<file path="config.mk">
export PLATFORM = sky130hd
export DESIGN_NAME = spi_cmd_timeout_mon
export DESIGN_NICKNAME = d
export VERILOG_FILES = /design/src/rtl/spi_tmo_pkg.sv /design/src/rtl/sclk_edge_sync.sv /design/src/rtl/cmd_len_decode.sv /design/src/rtl/frame_timer.sv /design/src/rtl/spi_cmd_timeout_mon.sv
export SDC_FILE = /design/constraint.sdc
export NUM_CORES = 1
export LEC_CHECK = 0
export ABC_AREA = 1
export CELL_PAD_IN_SITES_DETAIL_PLACEMENT = 1
export CELL_PAD_IN_SITES_GLOBAL_PLACEMENT = 1
export CORE_MARGIN = 2
export CORE_UTILIZATION = 25
export DETAILED_ROUTE_END_ITERATION = 6
export HOLD_SLACK_MARGIN = 0.06
export PLACE_DENSITY = 0.63
export SYNTH_ARGS = -nofsm -noshare
export SYNTH_HDL_FRONTEND = slang
export SYNTH_SLANG_ARGS = --single-unit
</file>
<file path="constraint.sdc">
create_clock -name clk -period 2.5 [get_ports clk]
set_input_delay 0.375 -clock clk [delete_from_list [all_inputs] [get_ports clk]]
set_output_delay 0.375 -clock clk [all_outputs]
set_load 0.02 [all_outputs]
</file>
<file path="src/rtl/spi_tmo_pkg.sv">
package spi_tmo_pkg;
  typedef enum logic {ST_IDLE = 1'b0, ST_OPEN = 1'b1} mon_state_t;
  localparam int PAY_W = 3;
  localparam logic [1:0] REG_TAG = 2'b10;
endpackage

</file>
<file path="src/rtl/sclk_edge_sync.sv">
module sclk_edge_sync #(
  parameter int STAGES = 2
) (
  input  logic clk,
  input  logic rst,
  input  logic sclk_async,
  output logic rise
);
  logic [STAGES-1:0] chain_q;
  logic              prev_q;

  genvar g;
  generate
    for (g = 0; g < STAGES; g++) begin : g_stage
      if (g == 0) begin : g_first
        always_ff @(posedge clk) begin
          if (rst) chain_q[0] <= 1'b0;
          else     chain_q[0] <= sclk_async;
        end
      end else begin : g_next
        always_ff @(posedge clk) begin
          if (rst) chain_q[g] <= 1'b0;
          else     chain_q[g] <= chain_q[g-1];
        end
      end
    end
  endgenerate

  always_ff @(posedge clk) begin
    if (rst) prev_q <= 1'b0;
    else     prev_q <= chain_q[STAGES-1];
  end

  assign rise = chain_q[STAGES-1] & ~prev_q;


  rise_single_chk: assert property (@(posedge clk) disable iff (rst)
    rise |=> !rise);
endmodule

</file>
<file path="src/rtl/cmd_len_decode.sv">
module cmd_len_decode
  import spi_tmo_pkg::*;
(
  input  logic [7:0]       cmd_byte,
  output logic             is_reg,
  output logic [PAY_W-1:0] pay_cnt
);
  always_comb begin
    is_reg  = (cmd_byte[7:6] == REG_TAG);
    pay_cnt = is_reg ? ({1'b0, cmd_byte[1:0]} + PAY_W'(1)) : '0;
  end
endmodule

</file>
<file path="src/rtl/frame_timer.sv">
module frame_timer #(
  parameter int CNT_W = 15
) (
  input  logic             clk,
  input  logic             rst,
  input  logic             clear,
  input  logic             run,
  input  logic [CNT_W-1:0] limit,
  output logic             reach
);
  logic [CNT_W-1:0] count_q;

  assign reach = run && (count_q + CNT_W'(1) == limit);

  always_ff @(posedge clk) begin
    if (rst || clear)                 count_q <= '0;
    else if (run && count_q < limit)  count_q <= count_q + CNT_W'(1);
  end


  cnt_bound_chk: assert property (@(posedge clk) disable iff (rst)
    count_q <= limit);

  cnt_hold_chk: assert property (@(posedge clk) disable iff (rst)
    (!run && !clear) |=> $stable(count_q));
endmodule

</file>
<file path="src/rtl/spi_cmd_timeout_mon.sv">
module spi_cmd_timeout_mon
  import spi_tmo_pkg::*;
#(
  parameter int NORM_LIMIT  = 13955,
  parameter int TURBO_LIMIT = 27910,
  parameter int SYNC_STAGES = 2
) (
  input  logic       clk,
  input  logic       rst,
  input  logic       mod_tick,
  input  logic       sclk_in,
  input  logic [7:0] byte_data,
  input  logic       byte_valid,
  input  logic       turbo_sel,
  output logic       if_reset,
  output logic       cmd_done
);
  localparam int MAX_LIMIT = (NORM_LIMIT > TURBO_LIMIT) ? NORM_LIMIT : TURBO_LIMIT;
  localparam int CNT_W     = $clog2(MAX_LIMIT + 1);

  mon_state_t       state_q;
  logic             first_q;
  logic [PAY_W-1:0] left_q;
  logic             sclk_rise;
  logic             dec_reg;
  logic [PAY_W-1:0] dec_cnt;
  logic             opened;
  logic             complete_evt;
  logic             reach;
  logic             timeout_evt;
  logic [CNT_W-1:0] limit_sel;

  sclk_edge_sync #(.STAGES(SYNC_STAGES)) u_sync (
    .clk        (clk),
    .rst        (rst),
    .sclk_async (sclk_in),
    .rise       (sclk_rise)
  );

  cmd_len_decode u_dec (
    .cmd_byte (byte_data),
    .is_reg   (dec_reg),
    .pay_cnt  (dec_cnt)
  );

  assign opened    = (state_q == ST_OPEN);
  assign limit_sel = turbo_sel ? CNT_W'(TURBO_LIMIT) : CNT_W'(NORM_LIMIT);

  always_comb begin
    complete_evt = 1'b0;
    if (opened && byte_valid) begin
      if (first_q) complete_evt = !dec_reg;
      else         complete_evt = (left_q == PAY_W'(1));
    end
  end

  assign timeout_evt = reach && !complete_evt;

  frame_timer #(.CNT_W(CNT_W)) u_timer (
    .clk   (clk),
    .rst   (rst),
    .clear (!opened || complete_evt || timeout_evt),
    .run   (opened && mod_tick),
    .limit (limit_sel),
    .reach (reach)
  );

  always_ff @(posedge clk) begin
    if (rst) begin
      state_q  <= ST_IDLE;
      first_q  <= 1'b1;
      left_q   <= '0;
      if_reset <= 1'b0;
      cmd_done <= 1'b0;
    end else begin
      if_reset <= timeout_evt;
      cmd_done <= complete_evt;
      if (!opened) begin
        if (sclk_rise) begin
          state_q <= ST_OPEN;
          first_q <= 1'b1;
          left_q  <= '0;
        end
      end else if (complete_evt || timeout_evt) begin
        state_q <= ST_IDLE;
        first_q <= 1'b1;
        left_q  <= '0;
      end else if (byte_valid) begin
        if (first_q) begin
          first_q <= 1'b0;
          left_q  <= dec_cnt;
        end else begin
          left_q  <= left_q - PAY_W'(1);
        end
      end
    end
  end


  excl_out_chk: assert property (@(posedge clk) disable iff (rst)
    !(if_reset && cmd_done));

  reset_pulse_chk: assert property (@(posedge clk) disable iff (rst)
    if_reset |-> (state_q == ST_IDLE) && !$past(if_reset));

  done_pulse_chk: assert property (@(posedge clk) disable iff (rst)
    cmd_done |-> (state_q == ST_IDLE) && !$past(cmd_done));

  open_on_rise_chk: assert property (@(posedge clk) disable iff (rst)
    (!opened && sclk_rise) |=> (state_q == ST_OPEN));

  payload_range_chk: assert property (@(posedge clk) disable iff (rst)
    left_q <= PAY_W'(4));
endmodule

</file>
; ---- After elaboration in Yosys (flattened, before gate mapping)
; Index checks and enable logic that the tools add are counted.
[word_totals]
ff_bits = 25
wordCells = 49
out_inout_bits = 2
[op_classes]
mux = 16
n_lt_le_gt_ge = 1
n_eq_ne = 4
addsub = 3
n_bitwise = 2
reduce_logical = 14
[ops]
columns = op, count
row1 = 2-to-1 mux 3 bit, 6
row2 = adder 15 x 1 -> 15 bit (second input constant), 1
row3 = == test 15 bit, 1
row4 = < comparator 15 bit, 1
row5 = 2-to-1 mux 15 bit, 1
row6 = 2-to-1 mux 1 bit, 9
row7 = logical AND 1 bit, 5
row8 = logical OR 1 bit, 4
row9 = adder 2 x 1 -> 3 bit (second input constant), 1
row10 = == test 3 x 1 -> 1 bit (second input constant), 1
row11 = logical NOT 1 bit, 3
row12 = inequality test 3 x 2 -> 1 bit (second input constant), 1
row13 = subtractor 3 x 1 -> 3 bit (second input constant), 1
row14 = == test 2 bit (second input constant), 1
row15 = AND reduction 2 bit, 1
row16 = nonzero test 2 bit, 1
row17 = AND 1 bit, 1
row18 = NOT 1 bit, 1

; ---- Logic depth before layout (Yosys ltp)
[depth]
ltp_word = 9
mapped_depth = 18

; ---- Modules after synthesis
; Synthesis repeated with hierarchy kept, for this count alone.
[unflattened]
cells_unflattened = 361
area_unflattened_um2 = 2143.3
[modules_own_cells]
columns = mod, seq_area_each_um2, cells_per_inst, area_each_um2, instances
row1 = frame_timer, 300.3, 275, 1586.5, 1
row2 = spi_cmd_timeout_mon, 140.1, 67, 425.4, 1
row3 = sclk_edge_sync, 60.1, 10, 86.3, 1
row4 = cmd_len_decode, 0.0, 9, 45.0, 1

; ---- Worst setup path before layout
; OpenSTA, ideal clock, no wires.
[synth_path]
kind = input to register
start = input turbo_sel
end = register state_q, in the netlist opened
slack_ps = 554
required_time_ps = 2372
arrival_time_ps = 1818
path_stages = 15
path_buffers = 1
path_cell_list = inv_1 -> ha_1 -> nor2_1 -> nand2_1 -> nor2_1 -> nand2_1 -> nor2_1 -> nand2_1 -> nor2_2 -> nand2_4 -> nand2_4 -> nor2_4 -> nand2_4 -> buf_12 -> o41ai_1
[synth_between]
elab_chain_len = 7
[synth_rtl]
columns = element, line_no
row1 = start: declaration, spi_cmd_timeout_mon.sv:14  ; input logic turbo_sel,
row2 = 2-to-1 mux 15 bit, spi_cmd_timeout_mon.sv:47  ; assign limit_sel = turbo_sel ? CNT_W'(TURBO_LIMIT) : CNT_W'(NORM_LIMIT);
row3 = == test 15 bit, frame_timer.sv:13  ; assign reach = run && (count_q + CNT_W'(1) == limit);
row4 = logical AND 1 bit, frame_timer.sv:13
row5 = logical AND 1 bit, spi_cmd_timeout_mon.sv:57  ; assign timeout_evt = reach && !complete_evt;
row6 = logical OR 1 bit, spi_cmd_timeout_mon.sv:84  ; end else if (complete_evt || timeout_evt) begin
row7 = 2-to-1 mux 1 bit, spi_cmd_timeout_mon.sv:84
row8 = 2-to-1 mux 1 bit, spi_cmd_timeout_mon.sv:78  ; if (!opened) begin
row9 = end signal: assignment, spi_cmd_timeout_mon.sv:70  ; state_q <= ST_IDLE;
row10 = end signal: assignment, spi_cmd_timeout_mon.sv:80  ; state_q <= ST_OPEN;
row11 = end signal: assignment, spi_cmd_timeout_mon.sv:85  ; state_q <= ST_IDLE;
row12 = end: declaration, spi_cmd_timeout_mon.sv:21  ; mon_state_t state_q;
; Every way passes these cells.
; A chain may end at the register's enable or synchronous reset.

; ---- Worst setup path in the final report
[layout_path]
start = input turbo_sel
end = register u_timer.count_q[5]
[layout_between]
elab_chain_len = 6
[layout_rtl]
columns = element, line_no
row1 = 2-to-1 mux 15 bit (*), spi_cmd_timeout_mon.sv:47
row2 = "parallel branches: the longest is 5 deep, another holds < comparator 15 bit", -
row3 = end signal: assignment, frame_timer.sv:17  ; else if (run && count_q < limit) count_q <= count_q + CNT_W'(1);
row4 = end: declaration, frame_timer.sv:11  ; logic [CNT_W-1:0] count_q;
; Every way passes the cells marked *.

==> metrics.md <==
| Metric | Value |
|---|---|
| Status | `complete, no violations` |
| # nets final | `324` |
| R2R Setup Slk | `0.24 ns` |
| Tightest Hold Check Type | `reg -> reg` |
| Final instance area | `0.00221 mm²` |
| Pin count of the biggest net entering global routing | `16` |
| Gpl congestion | `0.749` |
| Post-Synthesis Cells | `272` |
| Site row count | `31` |
| First-pass GRT wire length | `8120 µm` |
| Final Hold Vio Count | `0` |
| Mean Syn Cell Area | `6.72 µm²` |
| Net Count, Synth | `298` |
| Via/cell ratio | `between 4 and 5` |
| Mapped cell area | `0.00183 mm²` |
| Final setup vio count | `0` |
| Post-route ant nets | `0` |
| Worst-path clk slew | `0.10 ns` |
| Flops & latches, synth | `25` |
| Initial core utilization | `25.5%` |
| Post-DP Area | `0.00215 mm²` |
| P_leak | `0.852 nW` |
| Clk buf depth | `2` |
| Upper clock frequency limit | `441 MHz` |
| Ant. Diodes | `0` |
| Most frequent cells in the layout | `nand2_1 (81), inv_1 (28), dfxtp_1 (25)` |
| Layout cell share with drive strength beyond 1 | `between 20 and 25%` |
| Cts hold-fix bufs | `0` |
| Setup Total Neg Slack | `0 ns` |
| DRC viols | `0` |
| Place WS | `-0.231 ns` |
| CP startpoint | `turbo_sel` |
| Worst Slack Setup Final | `0.232 ns` |
| Fin crit share | `between 90 and 100%` |
| Warnings, synthesis | `0` |
| Overflow after GRT | `0` |
| WL/cell | `11.7 µm` |
| Critical R2R Launch | `u_timer.count_q[1]` |
| Cells on worst reg2reg path | `16` |
| Reg-to-Reg End | `u_timer.count_q[13]` |
| Worst setup EP type | `register` |
| Area Growth Syn to Fin | `20.9%` |
| Core ar. | `slightly above 0.007 mm²` |
| Worst vdd ir | `0.000179 V` |
| Initial DRC count | `60` |
| GRT Total Usage | `12.9%` |
| Clock skew | `0.00276 ns` |
| Initial antenna violation count | `0` |
| Pwr dens | `357 mW/mm²` |
| Critical path endpoint | `u_timer.count_q[5]` |
| HP Start | `u_sync.chain_q[0]` |
| Relative slew slack | `80.6%` |
| CTS root buffer | `clkbuf_8` |
| Core Util, Final | `a little under a third` |
| Netlist cell types | `29` |
| WL final | `approximately 4600 µm` |
| CTS buffer count | `3` |
| Worst slew pin tran | `around 0.29 ns` |
| Vias after detailed routing | `1770` |
| Final Critical Period | `2.27 ns` |
| Die width | `89.5 µm` |
| Crit Path Max Fanout | `10` |
| Kind of critical path | `in -> reg` |
| H-tree levels | `1` |
| I/O pin count | `16` |
| Max cap viols | `0` |
| Crit start category | `input port` |
| Max-slew violations | `0` |
| WP data required | `roughly 2.7 ns` |
| Clk Latency, worst-skew pair | `around 0.28 ns` |
| Iteration count of the initial detailed-routing pass | `4` |
| Die H | `between 80 and 90 µm` |
| RSZ-0062 raised after global routing | `false` |
| DIE AREA | `around 0.008 mm²` |
| Vias in the first global route | `1793` |
| CTS tree | `done` |
| CTS Sinks | `25` |
| Final HPWL from detailed placement | `3730 µm` |
| Post-synthesis sequential area ratio | `27.4%` |
| Worst EP arrival | `2.49 ns` |
| Commonest non-fill, non-tap cell in the layout | `nand2_1` |
| Port Buffers | `11` |
| Worst hold slack | `0.412 ns` |
## cells in the mapped netlist
master / n / area share, %
inv_2: 2 / 0.41
xnor2_1: 2 / 0.96
buf_12: 1 / 1.1
nand3_1: 17 / 4.7
dfxtp_1: 25 / 27
or2_2: 13 / 4.4
xor2_1: 1 / 0.48
o22ai_1: 1 / 0.34
nor2_1: 24 / 4.9
a21oi_2: 9 / 4.3
nor4_1: 1 / 0.34
nand3b_1: 1 / 0.41
nor2_4: 5 / 3.1
o21ai_1: 1 / 0.27
inv_1: 29 / 6.0
o21ai_0: 5 / 1.4
nand2_1: 81 / 17
clkbuf_1: 3 / 0.62
nand4_1: 9 / 3.1
a21o_1: 1 / 0.41
nand2_2: 5 / 1.7
nor3_1: 2 / 0.55
o21bai_1: 3 / 1.2
a21oi_1: 10 / 2.7
nand2_4: 3 / 1.8
nand3_2: 1 / 0.55
ha_1: 12 / 8.2
nor2_2: 3 / 1.0
o41ai_1: 2 / 0.96
## worst max-delay path, cell delays in order
cell and delay, ns:
clkdlybuf4s50_1 0.49, inv_2 0.09, ha_1 0.30, nand2_1 0.07, nor2_1 0.04, o41ai_1 0.25, nand4_1 0.13, buf_4 0.18
buf_4 0.16, or2_2 0.28, a21oi_2 0.11
## power by group
group	total [mW]	leakage [nW]	internal, mW	switching [mW]
Clock	0.266	0.0217	0.114	0.153
Sequential	0.416	0.203	0.408	0.00826
Combinational	0.106	0.628	0.0514	0.0548
Total	0.788	0.852	0.572	0.216
## timing repair
item,4_1_cts,5_1_grt
gates resized for setup,0,1
setup endpoints to repair,0,19
setup buffers,0,1
## how the worst min path moves through the flow
stage / endpoint / cells after the start
finish: u_sync.chain_q[1] / 2
floorplan: u_sync.chain_q[1] / 2
global route: u_sync.chain_q[1] / 2
detailed placement: u_sync.chain_q[1] / 2
global placement: u_sync.chain_q[1] / 2
CTS: u_sync.chain_q[1] / 2
## final cells by class
type,instances,area (µm²)
Fill cell,920,4970
Inverter,31,116
Clock buffer,3,41.3
Clock inverter,1,7.51
Timing Repair Buffer,25,240
Tap cell,99,124
Multi-Input combinational cell,212,1180
Sequential cell,25,500
## registers in the layout, summed over array words and instances (netlist names)
signal and flops:
u_timer.count_q 15, left_q 3, u_sync.chain_q 2, cmd_done 1, first_q 1, if_reset 1, opened 1, u_sync.prev_q 1
## per-layer routing
layer / wire, µm / global-route usage, %
met1: 2400 / 17.5
met2: 2130 / 21.5
met3: 44 / 1.66
met4: 55 / 3.26
met5: 0 / 0
## through the flow
stage | instances | power (mW)
2_1_floorplan | 272 | 0.483
3_3_place_gp | 391 | 0.529
3_5_place_dp | 391 | 0.532
4_1_cts | 395 | 0.805
5_1_grt | 396 | 0.836
6_report | 396 | 0.788
## cell families (layout without fill, tap and decap cells)
group,Yosys count,count (layout),share of synthesized area (%)
AOI/OAI and AO/OA,32,32,11.6
adders and majority gates,12,12,8.21
and+or+nand+nor,165,165,43.3
buffers and inverters,35,60,8.08
xor gates and xnor gates,3,3,1.44
DFF,25,25,27.4
Note: power is estimated with default switching activity, not from simulation.
